<file path="config.mk">
export PLATFORM = sky130hd
export DESIGN_NAME = xbus_cycle_ctrl
export DESIGN_NICKNAME = d
export VERILOG_FILES = /design/src/rtl/xbus_pkg.sv /design/src/rtl/xbus_route.sv /design/src/rtl/xbus_strobe.sv /design/src/rtl/xbus_lanes.sv /design/src/rtl/xbus_seq.sv /design/src/rtl/xbus_cycle_ctrl.sv
export SDC_FILE = /design/constraint.sdc
export NUM_CORES = 1
export LEC_CHECK = 0
export BUFFER_PORTS_ARGS = -buffer_cell sky130_fd_sc_hd__clkbuf_2
export CAP_MARGIN = 20
export CORE_ASPECT_RATIO = 1.5
export CORE_UTILIZATION = 45
export DETAILED_ROUTE_END_ITERATION = 10
export GPL_ROUTABILITY_DRIVEN = 0
export PLACE_DENSITY = 0.84
export REMOVE_ABC_BUFFERS = 1
export SLEW_MARGIN = 20
export SYNTH_ARGS = -nofsm -noshare
export SYNTH_HDL_FRONTEND = slang
export SYNTH_SLANG_ARGS = --single-unit
</file>
<file path="constraint.sdc">
create_clock -name clk -period 1.52 [get_ports clk]
set_input_delay 0.304 -clock clk [delete_from_list [all_inputs] [get_ports clk]]
set_output_delay 0.304 -clock clk [all_outputs]
set_load 0.05 [all_outputs]
</file>
<file path="src/rtl/xbus_pkg.sv">
`timescale 1ns/1ps
package xbus_pkg;
   typedef enum logic [1:0] {
      PH_IDLE = 2'd0,
      PH_ADDR = 2'd1,
      PH_DATA = 2'd2,
      PH_LATE = 2'd3
   } xbus_phase_e;

   localparam int unsigned LANE_W = 8;
endpackage

</file>
<file path="src/rtl/xbus_route.sv">
`timescale 1ns/1ps
module xbus_route #(
   parameter int unsigned AW = 16,
   parameter logic [AW-1:0] SHARED_LO = 16'h2000,
   parameter logic [AW-1:0] SHARED_HI = 16'h7FFF,
   parameter logic [AW-1:0] UPPER_LO  = 16'h8000,
   parameter logic [AW-1:0] GAP_LO    = 16'h0300,
   parameter logic [AW-1:0] GAP_HI    = 16'h1EFF
) (
   input  logic          clk,
   input  logic          rst_n,
   input  logic          ea_pin,
   input  logic [AW-1:0] addr,
   output logic          go_ext
);
   logic ea_q;
   logic in_shared, in_upper, in_gap;

   generate
      if (SHARED_LO > SHARED_HI) begin : g_bad_shared
         $error("xbus_route: shared window bounds reversed");
      end
      if (GAP_LO > GAP_HI) begin : g_bad_gap
         $error("xbus_route: gap window bounds reversed");
      end
   endgenerate

   // access pin is sampled on every edge seen while reset is held
   always_ff @(posedge clk) begin
      if (!rst_n) ea_q <= ea_pin;
   end

   always_comb begin
      in_shared = (addr >= SHARED_LO) && (addr <= SHARED_HI);
      in_upper  = (addr >= UPPER_LO);
      in_gap    = (addr >= GAP_LO) && (addr <= GAP_HI);
      go_ext    = in_upper || in_gap || (in_shared && !ea_q);
   end

   always_comb begin
      if (rst_n && in_upper) assert_upper_ext_R11: assert (go_ext);
   end
endmodule

</file>
<file path="src/rtl/xbus_strobe.sv">
`timescale 1ns/1ps
module xbus_strobe #(
   parameter int unsigned NL = 2
) (
   input  logic          wr_mode,
   input  logic          narrow,
   input  logic [NL-1:0] be,
   output logic          wr_qual
);
   generate
      if (NL == 1) begin : g_single
         // one lane: every write is a low-byte write
         logic unused_ok;
         assign unused_ok = wr_mode ^ narrow ^ be[0];
         assign wr_qual   = 1'b1;
      end else begin : g_multi
         always_comb begin
            wr_qual = wr_mode | narrow | be[0];
         end
      end
   endgenerate
endmodule

</file>
<file path="src/rtl/xbus_lanes.sv">
`timescale 1ns/1ps
module xbus_lanes import xbus_pkg::*; #(
   parameter int unsigned DW = 16,
   localparam int unsigned NL = DW / LANE_W
) (
   input  xbus_phase_e   phase,
   input  logic [DW-1:0] q_addr,
   input  logic [DW-1:0] q_wdata,
   input  logic [NL-1:0] q_be,
   input  logic          q_we,
   input  logic          q_narrow,
   output logic [DW-1:0] ad_out,
   output logic [NL-1:0] ad_oe
);
   logic [LANE_W-1:0] narrow_byte;

   // lowest enabled byte feeds lane 0 on a narrow write
   always_comb begin
      narrow_byte = q_wdata[LANE_W-1:0];
      for (int i = NL - 1; i >= 0; i--) begin
         if (q_be[i]) narrow_byte = q_wdata[i*LANE_W +: LANE_W];
      end
   end

   for (genvar g = 0; g < NL; g++) begin : g_lane
      logic [LANE_W-1:0] lane_o;
      logic              lane_e;
      always_comb begin
         lane_o = '0;
         lane_e = 1'b0;
         unique case (phase)
            PH_ADDR: begin
               lane_o = q_addr[g*LANE_W +: LANE_W];
               lane_e = 1'b1;
            end
            PH_DATA, PH_LATE: begin
               if (q_narrow && (g != 0)) begin
                  lane_o = q_addr[g*LANE_W +: LANE_W];
                  lane_e = 1'b1;
               end else if (q_we) begin
                  lane_o = q_narrow ? narrow_byte : q_wdata[g*LANE_W +: LANE_W];
                  lane_e = 1'b1;
               end
            end
            default: begin
               lane_o = '0;
               lane_e = 1'b0;
            end
         endcase
      end
      assign ad_out[g*LANE_W +: LANE_W] = lane_o;
      assign ad_oe[g]                   = lane_e;
   end
endmodule

</file>
<file path="src/rtl/xbus_seq.sv">
`timescale 1ns/1ps
module xbus_seq import xbus_pkg::*; #(
   parameter int unsigned DW = 16,
   localparam int unsigned NL = DW / LANE_W
) (
   input  logic          clk,
   input  logic          rst_n,
   input  logic          req,
   input  logic [DW-1:0] req_addr,
   input  logic [DW-1:0] req_wdata,
   input  logic [NL-1:0] req_be,
   input  logic          req_we,
   input  logic          req_narrow,
   input  logic          go_ext,
   input  logic [DW-1:0] ad_in,
   input  logic          wr_qual,
   output xbus_phase_e   phase,
   output logic [DW-1:0] q_addr,
   output logic [DW-1:0] q_wdata,
   output logic [NL-1:0] q_be,
   output logic          q_we,
   output logic          q_narrow,
   output logic          busy,
   output logic          done,
   output logic          done_ext,
   output logic [DW-1:0] rdata,
   output logic          ale,
   output logic          adv_n,
   output logic          rd_n,
   output logic          wr_n
);
   always_ff @(posedge clk or negedge rst_n) begin
      if (!rst_n) begin
         phase    <= PH_IDLE;
         q_addr   <= '0;
         q_wdata  <= '0;
         q_be     <= '0;
         q_we     <= 1'b0;
         q_narrow <= 1'b0;
         done     <= 1'b0;
         done_ext <= 1'b0;
         rdata    <= '0;
      end else begin
         done <= 1'b0;
         unique case (phase)
            PH_IDLE: if (req) begin
               q_addr   <= req_addr;
               q_wdata  <= req_wdata;
               q_be     <= req_be;
               q_we     <= req_we;
               q_narrow <= req_narrow;
               if (go_ext) begin
                  phase <= PH_ADDR;
               end else begin
                  done     <= 1'b1;
                  done_ext <= 1'b0;
               end
            end
            PH_ADDR: phase <= PH_DATA;
            PH_DATA: phase <= PH_LATE;
            PH_LATE: begin
               phase    <= PH_IDLE;
               done     <= 1'b1;
               done_ext <= 1'b1;
               if (!q_we) rdata <= q_narrow ? {NL{ad_in[LANE_W-1:0]}} : ad_in;
            end
            default: phase <= PH_IDLE;
         endcase
      end
   end

   assign busy  = (phase != PH_IDLE);
   assign ale   = (phase == PH_ADDR);
   assign adv_n = (phase == PH_IDLE);
   assign rd_n  = !((phase == PH_LATE) && !q_we);
   assign wr_n  = !(((phase == PH_DATA) || (phase == PH_LATE)) && q_we && wr_qual);

   assert_ale_valid_R2: assert property (@(posedge clk) disable iff (!rst_n)
      ale |-> !adv_n);
   assert_ale_single_R2: assert property (@(posedge clk) disable iff (!rst_n)
      ale |=> (!ale && !adv_n));
   assert_done_idle_R3: assert property (@(posedge clk) disable iff (!rst_n)
      (done && done_ext) |-> (adv_n && !busy && $past(!adv_n)));
   assert_strobe_excl_R10: assert property (@(posedge clk) disable iff (!rst_n)
      !(!rd_n && !wr_n));
   assert_no_start_busy_R13: assert property (@(posedge clk) disable iff (!rst_n)
      busy |=> !ale);
endmodule

</file>
<file path="src/rtl/xbus_cycle_ctrl.sv">
`timescale 1ns/1ps
module xbus_cycle_ctrl import xbus_pkg::*; #(
   parameter int unsigned AW = 16,
   parameter int unsigned DW = 16,
   localparam int unsigned NL = DW / LANE_W
) (
   input  logic          clk,
   input  logic          rst_n,
   input  logic          ea_pin,
   input  logic          cfg_wr_mode,
   input  logic          req,
   input  logic [AW-1:0] req_addr,
   input  logic [DW-1:0] req_wdata,
   input  logic [NL-1:0] req_be,
   input  logic          req_we,
   input  logic          req_narrow,
   output logic          busy,
   output logic          done,
   output logic          done_ext,
   output logic [DW-1:0] rdata,
   output logic [DW-1:0] ad_out,
   output logic [NL-1:0] ad_oe,
   input  logic [DW-1:0] ad_in,
   output logic          ale,
   output logic          adv_n,
   output logic          rd_n,
   output logic          wr_n
);
   generate
      if (DW % LANE_W != 0) begin : g_bad_dw
         $error("xbus_cycle_ctrl: data width must be whole bytes");
      end
      if (AW != DW) begin : g_bad_aw
         $error("xbus_cycle_ctrl: address and data share the AD lines");
      end
   endgenerate

   xbus_phase_e   phase;
   logic [DW-1:0] q_addr, q_wdata;
   logic [NL-1:0] q_be;
   logic          q_we, q_narrow, go_ext, wr_qual;

   xbus_route #(.AW(AW)) u_route (
      .clk(clk), .rst_n(rst_n), .ea_pin(ea_pin), .addr(req_addr), .go_ext(go_ext)
   );

   xbus_strobe #(.NL(NL)) u_strobe (
      .wr_mode(cfg_wr_mode), .narrow(q_narrow), .be(q_be), .wr_qual(wr_qual)
   );

   xbus_seq #(.DW(DW)) u_seq (
      .clk(clk), .rst_n(rst_n), .req(req), .req_addr(req_addr),
      .req_wdata(req_wdata), .req_be(req_be), .req_we(req_we),
      .req_narrow(req_narrow), .go_ext(go_ext), .ad_in(ad_in),
      .wr_qual(wr_qual), .phase(phase), .q_addr(q_addr), .q_wdata(q_wdata),
      .q_be(q_be), .q_we(q_we), .q_narrow(q_narrow), .busy(busy),
      .done(done), .done_ext(done_ext), .rdata(rdata), .ale(ale),
      .adv_n(adv_n), .rd_n(rd_n), .wr_n(wr_n)
   );

   xbus_lanes #(.DW(DW)) u_lanes (
      .phase(phase), .q_addr(q_addr), .q_wdata(q_wdata), .q_be(q_be),
      .q_we(q_we), .q_narrow(q_narrow), .ad_out(ad_out), .ad_oe(ad_oe)
   );

   // lane 0 must already be released the state before the read strobe falls
   assert_float_first_R4: assert property (@(posedge clk) disable iff (!rst_n)
      $fell(rd_n) |-> (!ad_oe[0] && $past(!ad_oe[0])));
endmodule

</file>
Word-level counts from Yosys, hierarchy flattened
Cells that the tools add are included.
- register bits: 57
- input port bits: 57
- reductions and logical operators: 21
- equality and inequality tests: 6
- muxes and demuxes: 22
- magnitude comparators: 5
- bitwise logic cells: 3
- operators with widths (kind ; count):
    $mux 8 ; 6
    $pmux 8 s2 ; 2
    $ge 16x10->1 const B ; 1
    $ge 16x14->1 const B ; 1
    $ge 16x16->1 const B ; 1
    $le 16x13->1 const B ; 1
    $le 16x15->1 const B ; 1
    $mux 16 ; 1
    $pmux 1 s2 ; 4
    $pmux 2 s4 ; 1
    $logic_and 1x1->1 ; 6
    $mux 1 ; 6
    $reduce_and 2->1 ; 3
    $eq 2x2->1 const B ; 2
    $logic_not 1->1 ; 4
    $mux 2 ; 2
    $ne 2x2->1 const B ; 2
    $reduce_bool 2->1 ; 2
    $logic_or 1x1->1 ; 3
    $reduce_and 3->1 ; 1
    $eq 2x1->1 const B ; 1
    $logic_not 2->1 ; 1
    $ne 2x1->1 const B ; 1
    $or 1x1->1 ; 2
    other kinds (2) ; 2

Depth between registers and ports, before layout
Gate-level depths: netlist (run 1).
- depth after elaboration: 7
- gate-level depth with buffers: 6
- gate-level depth less buffers: 5

Modules after synthesis
A second synthesis (run 1) with hierarchy kept.
- cell total of the unflattened synthesis: 216
- area total of the unflattened synthesis: 3025.4 sq um
- by module, submodules not included (module ; instances ; cells each ; area each (sq um) ; seq. area each (sq um)):
    xbus_seq ; 1 ; 153 ; 2432.3 ; 1401.3
    xbus_lanes ; 1 ; 54 ; 509.2 ; 0.0
    xbus_route ; 1 ; 8 ; 77.6 ; 30.0
    xbus_strobe ; 1 ; 1 ; 6.3 ; 0.0

Worst setup path before layout (run 1)
OpenSTA, ideal clock, no wires.
- path type: flip-flop to output port
- from: register u_seq.q_narrow
- to: output wr_n
- buffers on the path: 1
- data arrival time: 2.401 ns
- cell stages (with the launch flop): 3
- slack: -1.185 ns
- data required time: 1.216 ns
- cell sequence: dfrtp_1 > buf_2 > o311ai_0
- cells in the longest elaborated chain, start to end: 4
- RTL lines (what ; line ; RTL):
    start: declaration ; xbus_seq.sv:22 ; output logic q_narrow,
    start signal: assignment ; xbus_seq.sv:51 ; q_narrow <= req_narrow;
    $or 1x1->1 (2 in a row) ; xbus_strobe.sv:18 ; wr_qual = wr_mode | narrow | be[0];
    $logic_and 1x1->1 ; xbus_seq.sv:76 ; assign wr_n = !(((phase == PH_DATA) || (phase == PH_LATE)) && q_we && wr_qual);
    $logic_not 1->1 ; xbus_seq.sv:76 ;
    end: declaration ; xbus_cycle_ctrl.sv:27 ; output logic wr_n
No other way between the ends.

Final worst setup path (run 1)
- from: register u_seq.q_narrow
- to: output ad_out[4]
- cells in the longest elaborated chain, start to end: 3
- RTL lines (what ; line ; RTL):
    $mux 8 ; xbus_lanes.sv:41 ; lane_o = q_narrow ? narrow_byte : q_wdata[g*LANE_W +: LANE_W];
    $mux 8 ; xbus_lanes.sv:40 ; end else if (q_we) begin
    $pmux 8 s2 ; xbus_lanes.sv:31 ; unique case (phase)
    end: declaration ; xbus_cycle_ctrl.sv:21 ; output logic [DW-1:0] ad_out,
No other way between the ends.

==> metrics.txt, run 1 <==
status complete, but fails checks; failing checks negative setup slack; Syn Std Cell Area 2800 µm²; maxcap violations 0; Post-Synthesis Cells 239; ANT nets after route 0; Seq. cell area 1430 µm²; Yosys Warn Count 0; Clock Skew 0.0148 ns; ranking of synthesized cells by area dfrtp_1, mux2_2, mux2i_1; Peak supply drop 2270 µV; Via Count 2660; hold slack 0.148 ns; RSZ-0062 raised after global routing yes; vias in the first global route 2886; worst slew pin tran 0.524 ns; area growth from synthesis to layout 73.3%; top cell type's share of synthesized area 50.1%; Hold Startpoint ea_pin; grt total ovfl 0; DRT Wirelength 10800 µm; Worst Setup End Kind output port; Rel. slew slack 65.0%; Slew Viols, Final 0; clock slew at reported path FFs 0.07 ns; critical path launch point type flip-flop; final setup margin -0.635 ns; Final Hold Viols 0; global-route wire length before repair 15200 µm; initial antenna violation count 0; share of cells above drive strength 1 65.1%; NumNets Final 438; fmax 464 MHz; clock sink count 57; post-DR wirelength/cell 23.9 µm; post-layout utilization of the core 82.0%; Detailed Place HPWL 5140 µm; worst-skew pair later-pin latency 0.35 ns; die area 6550 µm²; post-synthesis register bit count 57; Post-Syn Area per Cell 11.7 µm²; critical-path maximum fanout 8; Design Power 14.4 mW; Crit Reg-Reg Startpoint u_seq.phase[0]$_DFFE_PN0P_; final period demand of the worst path 2.15 ns; row cnt 34; antenna cells 0; via-per-instance ratio 5.87; Root Driver clkbuf_8; core footprint 5910 µm²; starting density of the core 47.3%; fillers 311; Boundary Pins 98; min-delay worst type primary input to flip-flop; sequential area share after synthesis 51.1%; first-pass iteration count of the detailed router 4; Die Height 98.6 µm; Worst setup startpoint u_seq.q_narrow$_DFFE_PN0P_; largest net degree at the start of global routing 42; CP arrival 1.85 ns; power density over the cells 2970 nW/µm²; endpoints failing setup 77; CTS buffer count 9; CTS tree done; Synth area leader dfrtp_1; DIE WIDTH 66.4 µm; H-tree depth 3; post-synthesis cell type count 35; period utilization 142%; crit path kind flip-flop to output port; Worst Path Required 1.22 ns; Multi-input gate area 1710 µm²; # port buffers 97; residual DRC count 0; DR iter-0 viols 234; Leakage Power 2.38 nW; Longest Clk Path Bufs 2; total global-route track usage 32.8%
[cell families after synthesis]
family | share of synthesized area (%)
AOI/OAI and AO/OA | 13.8
adders and majority gates | 1.79
buffers and inverters | 3.98
DFF | 51.1
muxes | 23.4
and+or+nand+nor | 5.90
[cells in the mapped netlist]
master and number:
a41oi_1 1, clkbuf_2 1, buf_4 2, clkbuf_1 6
a21oi_1 9, o21ai_1 1, o21ba_2 1, nand3b_1 1
a31oi_1 1, edfxtp_1 1, inv_1 5, o211a_1 1
a311oi_1 1, o21ai_2 1, o211ai_2 1, mux2i_1 16
dfrtp_1 56, nand2b_1 1, nand3_1 2, a311o_1 1
a2bb2oi_1 8, o21ai_0 17, a2111o_1 1, nand2_2 1
nor4_1 1, o21bai_1 1, buf_2 10, a22o_1 8
mux2_2 44, a21o_1 1, nor2b_1 2, ha_1 4
nand2_1 19, o311ai_0 1, nor2_1 12
[worst max-delay path, cell delays in order (launching register included)]
cell       delay, ns
dfrtp_1         0.42
nand3b_1        0.13
buf_6           0.20
mux2i_2         0.36
a2bb2oi_2       0.16
nor2_1          0.07
clkbuf_8        0.17
[placed cells by master (no fill, tap or decap), drive strengths merged]
master / instances
clkbuf: 95
buf: 63
a21oi: 9
edfxtp: 1
a21o: 1
o21ba: 1
nand3b: 1
o311ai: 1
dlygate4sd3: 1
o211a: 1
a2111o: 1
nor2b: 2
a311oi: 1
bufinv: 1
nand2b: 1
a2bb2oi: 8
a311o: 1
o211ai: 1
dfrtp: 56
nor4: 1
a41oi: 1
a31oi: 1
mux2i: 16
a22o: 8
nor2: 12
mux2: 44
inv: 5
nand2: 20
o21bai: 1
ha: 4
nand3: 2
o21ai: 19
clkinvlp: 1
[cell type report]
class	count	share of cell area, %
clock buffer	13	3.28
inverter	5	0.387
timing repair buffer	146	28.9
multi-input combinational	158	35.3
clock inverter	2	0.774
sequential	57	29.5
tap	72	1.86
[repair_timing]
item,in CTS,in global routing
endpoints found under the hold margin,15,0
cloned,5,0
setup endpoints to repair,69,79
resized for setup,115,60
pin swaps,12,17
hold buffers,1,0
buffers inserted,14,3
[report_power, final]
group	internal (mW)	switching (mW)	total, mW
Sequential	2.30	0.719	3.01
Clock	0.839	0.619	1.46
Combinational	4.78	5.16	9.94
Total	7.91	6.50	14.4
[worst paths after layout]
kind                                                     end  slack (ns)  depth (start not counted)
worst max-delay path                               ad_out[4]       -0.63                          6
worst min-delay path                  u_route.ea_q$_DFFE_PN_        0.15                          1
worst max register to register   u_seq.q_addr[4]$_DFFE_PN0P_       -0.39                          9
worst min register to register   u_seq.rdata[10]$_DFFE_PN0P_        0.48                          2
max in group asynchronous        u_seq.q_addr[1]$_DFFE_PN0P_        0.52                          3
min in group asynchronous       u_seq.q_addr[11]$_DFFE_PN0P_        0.50                          3
[per-layer routing]
metal  GRT usage [%]  routed length, µm  vias to the layer above
met5               0                  0                        -
met4            22.4                616                        0
met3            5.21                665                       48
met2            54.3               5620                      157
met1            37.9               3910                     1315
li1                -                  -                     1140
[sequential cells by signal (all words and copies together), names as in the netlist]
name            count
u_seq.phase         2
u_seq.rdata        16
u_seq.q_addr       16
u_seq.q_we          1
u_seq.q_narrow      1
u_seq.q_be          2
u_seq.q_wdata      16
u_route.ea_q        1
u_seq.done          1
u_seq.done_ext      1
[metrics by stage]
| step | cells | cell area (µm²) | worst slack, ns | setup TNS, ns |
|---|---|---|---|---|
| floorplan | 220 | 2710 | -1.32 | -66.36 |
| global placement | 417 | 3700 | -0.192 | -8.18 |
| detailed placement | 417 | 3700 | -0.218 | -10.62 |
| CTS | 452 | 4670 | -0.488 | -22.39 |
| global route | 453 | 4850 | -0.708 | -27.01 |
| finish | 453 | 4850 | -0.635 | -24.23 |
Note: power is estimated with default switching activity, not from simulation.
==> run 2: changes to the inputs <==
--- a/config.mk
+++ b/config.mk
@@ -13,6 +13,7 @@
 export GPL_ROUTABILITY_DRIVEN = 0
 export PLACE_DENSITY = 0.84
 export REMOVE_ABC_BUFFERS = 1
+export SETUP_SLACK_MARGIN = 0.05
 export SLEW_MARGIN = 20
 export SYNTH_ARGS = -nofsm -noshare
 export SYNTH_HDL_FRONTEND = slang
==> metrics.txt, run 2 (same netlist as run 1, synthesis figures left out) <==
power density over the cells 2970 nW/µm²; clock sink count 57; ANT nets after route 0; Worst Path Required 1.22 ns; cells on worst reg2reg path 9; Slew Viols, Final 0; clock share of power 10.1%; initial antenna violation count 0; Multi-input gate area 1720 µm²; area growth from synthesis to layout 73.8%; fmax 476 MHz; critical-path maximum fanout 9; min-delay worst type primary input to flip-flop; period utilization 138%; Leakage Power 2.38 nW; largest net degree at the start of global routing 42; Rel. slew slack 64.7%; final setup margin -0.583 ns; CTS buffer count 9; setup_tns -25.46 ns; CP max-delay cell dfrtp_1; Sw Ratio 45.1%; Peak supply drop 2260 µV; final period demand of the worst path 2.10 ns; vias in the first global route 2887; leading cell type in the layout, fill and taps excluded clkbuf_2; NumNets Final 438; Final Hold Viols 0; Boundary Pins 98; placed cell areas 3700 µm²; Flop pwr share 20.7%; core footprint 5910 µm²; internal power 7.94 mW; H-tree depth 3; Clock Skew 0.0192 ns; Seq. cell area 1430 µm²; antenna cells 0; CP max stage delay 0.44 ns; via-per-instance ratio 5.87; hold slack 0.135 ns; clock slew at reported path FFs 0.08 ns; Detailed Place HPWL 5140 µm; worst-path cell chain inv_2, ha_4, buf_4, o21ai_1, a21oi_2, buf_12; Buf/Inv on CP 3; critical path launch point type flip-flop; RSZ-0062 raised after global routing yes; WP depth 6; share of cells above drive strength 1 65.6%; first-pass iteration count of the detailed router 4; Worst Setup End Kind output port; Via Count 2657; Longest Clk Path Bufs 2; Top Registers u_seq.q_addr (16), u_seq.q_wdata (16), u_seq.rdata (16); most frequent cells in the layout clkbuf_2, dfrtp_1, mux2_4; row cnt 34; fillers 312; DRT Wirelength 10500 µm; Die Height 98.6 µm; DR iter-0 viols 205; Worst Hold Depth 1; residual DRC count 0; crit path kind flip-flop to output port; die area 6550 µm²; endpoints failing setup 76; Design Power 14.5 mW; CTS tree done; failing checks negative setup slack; Root Driver clkbuf_8; combinational share of power 69.1%; worst slew pin tran 0.529 ns; fin area 4860 µm²; CP arrival 1.80 ns; maxcap violations 0; worst-skew pair later-pin latency 0.35 ns; starting density of the core 47.3%; DIE WIDTH 66.4 µm; grt total ovfl 0; post-DR wirelength/cell 23.2 µm; total global-route track usage 32.8%; status complete, but fails checks; crit-path leading delay family buffers and inverters; P_sw 6.52 mW; global-route wire length before repair 15200 µm; # port buffers 97
-- run 2: worst paths after layout --
| check | start | to | slack, ns |
|---|---|---|---|
| max in group asynchronous | rst_n | u_seq.q_addr[1]$_DFFE_PN0P_ | 0.50 |
| worst min register to register | u_seq.rdata[9]$_DFFE_PN0P_ | u_seq.rdata[9]$_DFFE_PN0P_ | 0.48 |
| worst min-delay path | ea_pin | u_route.ea_q$_DFFE_PN_ | 0.14 |
| worst max-delay path | u_seq.phase[0]$_DFFE_PN0P_ | ad_out[10] | -0.58 |
| min in group asynchronous | rst_n | u_seq.q_addr[11]$_DFFE_PN0P_ | 0.50 |
| worst max register to register | u_seq.phase[0]$_DFFE_PN0P_ | u_seq.q_addr[6]$_DFFE_PN0P_ | -0.42 |
-- run 2: worst register-to-register path: cells and delay by family (launching register included) --
kind | cells | cell delay, ns
buffers and inverters | 6 | 0.79
flip-flops | 1 | 0.44
multiplexers | 1 | 0.30
adder cells (fa/ha/maj) | 1 | 0.20
AND/OR/NAND/NOR | 1 | 0.08
-- run 2: final cells by class --
class | count | share of cell area [%]
Timing Repair Buffer | 146 | 28.9
Inverter | 5 | 0.386
Clock inverter | 2 | 0.772
Multi-Input combinational cell | 158 | 35.4
Clock buffer | 13 | 3.27
Tap cell | 72 | 1.85
Sequential cell | 57 | 29.5
-- run 2: timing repair --
item,CTS,global route
resized for setup,118,61
pin swaps,12,18
setup endpoints to repair,71,79
gates cloned,5,0
hold buffers,1,0
endpoints found under the hold margin,15,0
setup buffers,14,3
-- run 2: power groups by stage --
| stage | Combinational, mW | Sequential [mW] | Clock (mW) |
|---|---|---|---|
| 6_report | 10.0 | 3.00 | 1.46 |
| 5_1_grt | 10.3 | 3.05 | 1.53 |
| 4_1_cts | 9.01 | 2.85 | 1.43 |
| 3_5_place_dp | 6.88 | 2.79 | 0 |
| 3_3_place_gp | 6.75 | 2.74 | 0 |
| 2_1_floorplan | 3.52 | 3.55 | 0 |
-- run 2: stage by stage --
step | setup WS, ns | cells | util (%)
CTS | -0.488 | 452 | 79.0
floorplan | -1.32 | 220 | -
global route | -0.618 | 453 | 82.2
global placement | -0.192 | 417 | 62.7
detailed placement | -0.218 | 417 | 62.7
finish | -0.583 | 453 | 82.2
-- run 2: per-layer routing --
metal / global-route usage (%) / up-vias / share of wire, %
li1: - / 1135 / -
met1: 37.9 / 1327 / 37
met2: 54.4 / 145 / 52
met3: 5.21 / 50 / 5.4
met4: 22.4 / 0 / 5.8
met5: 0 / - / 0
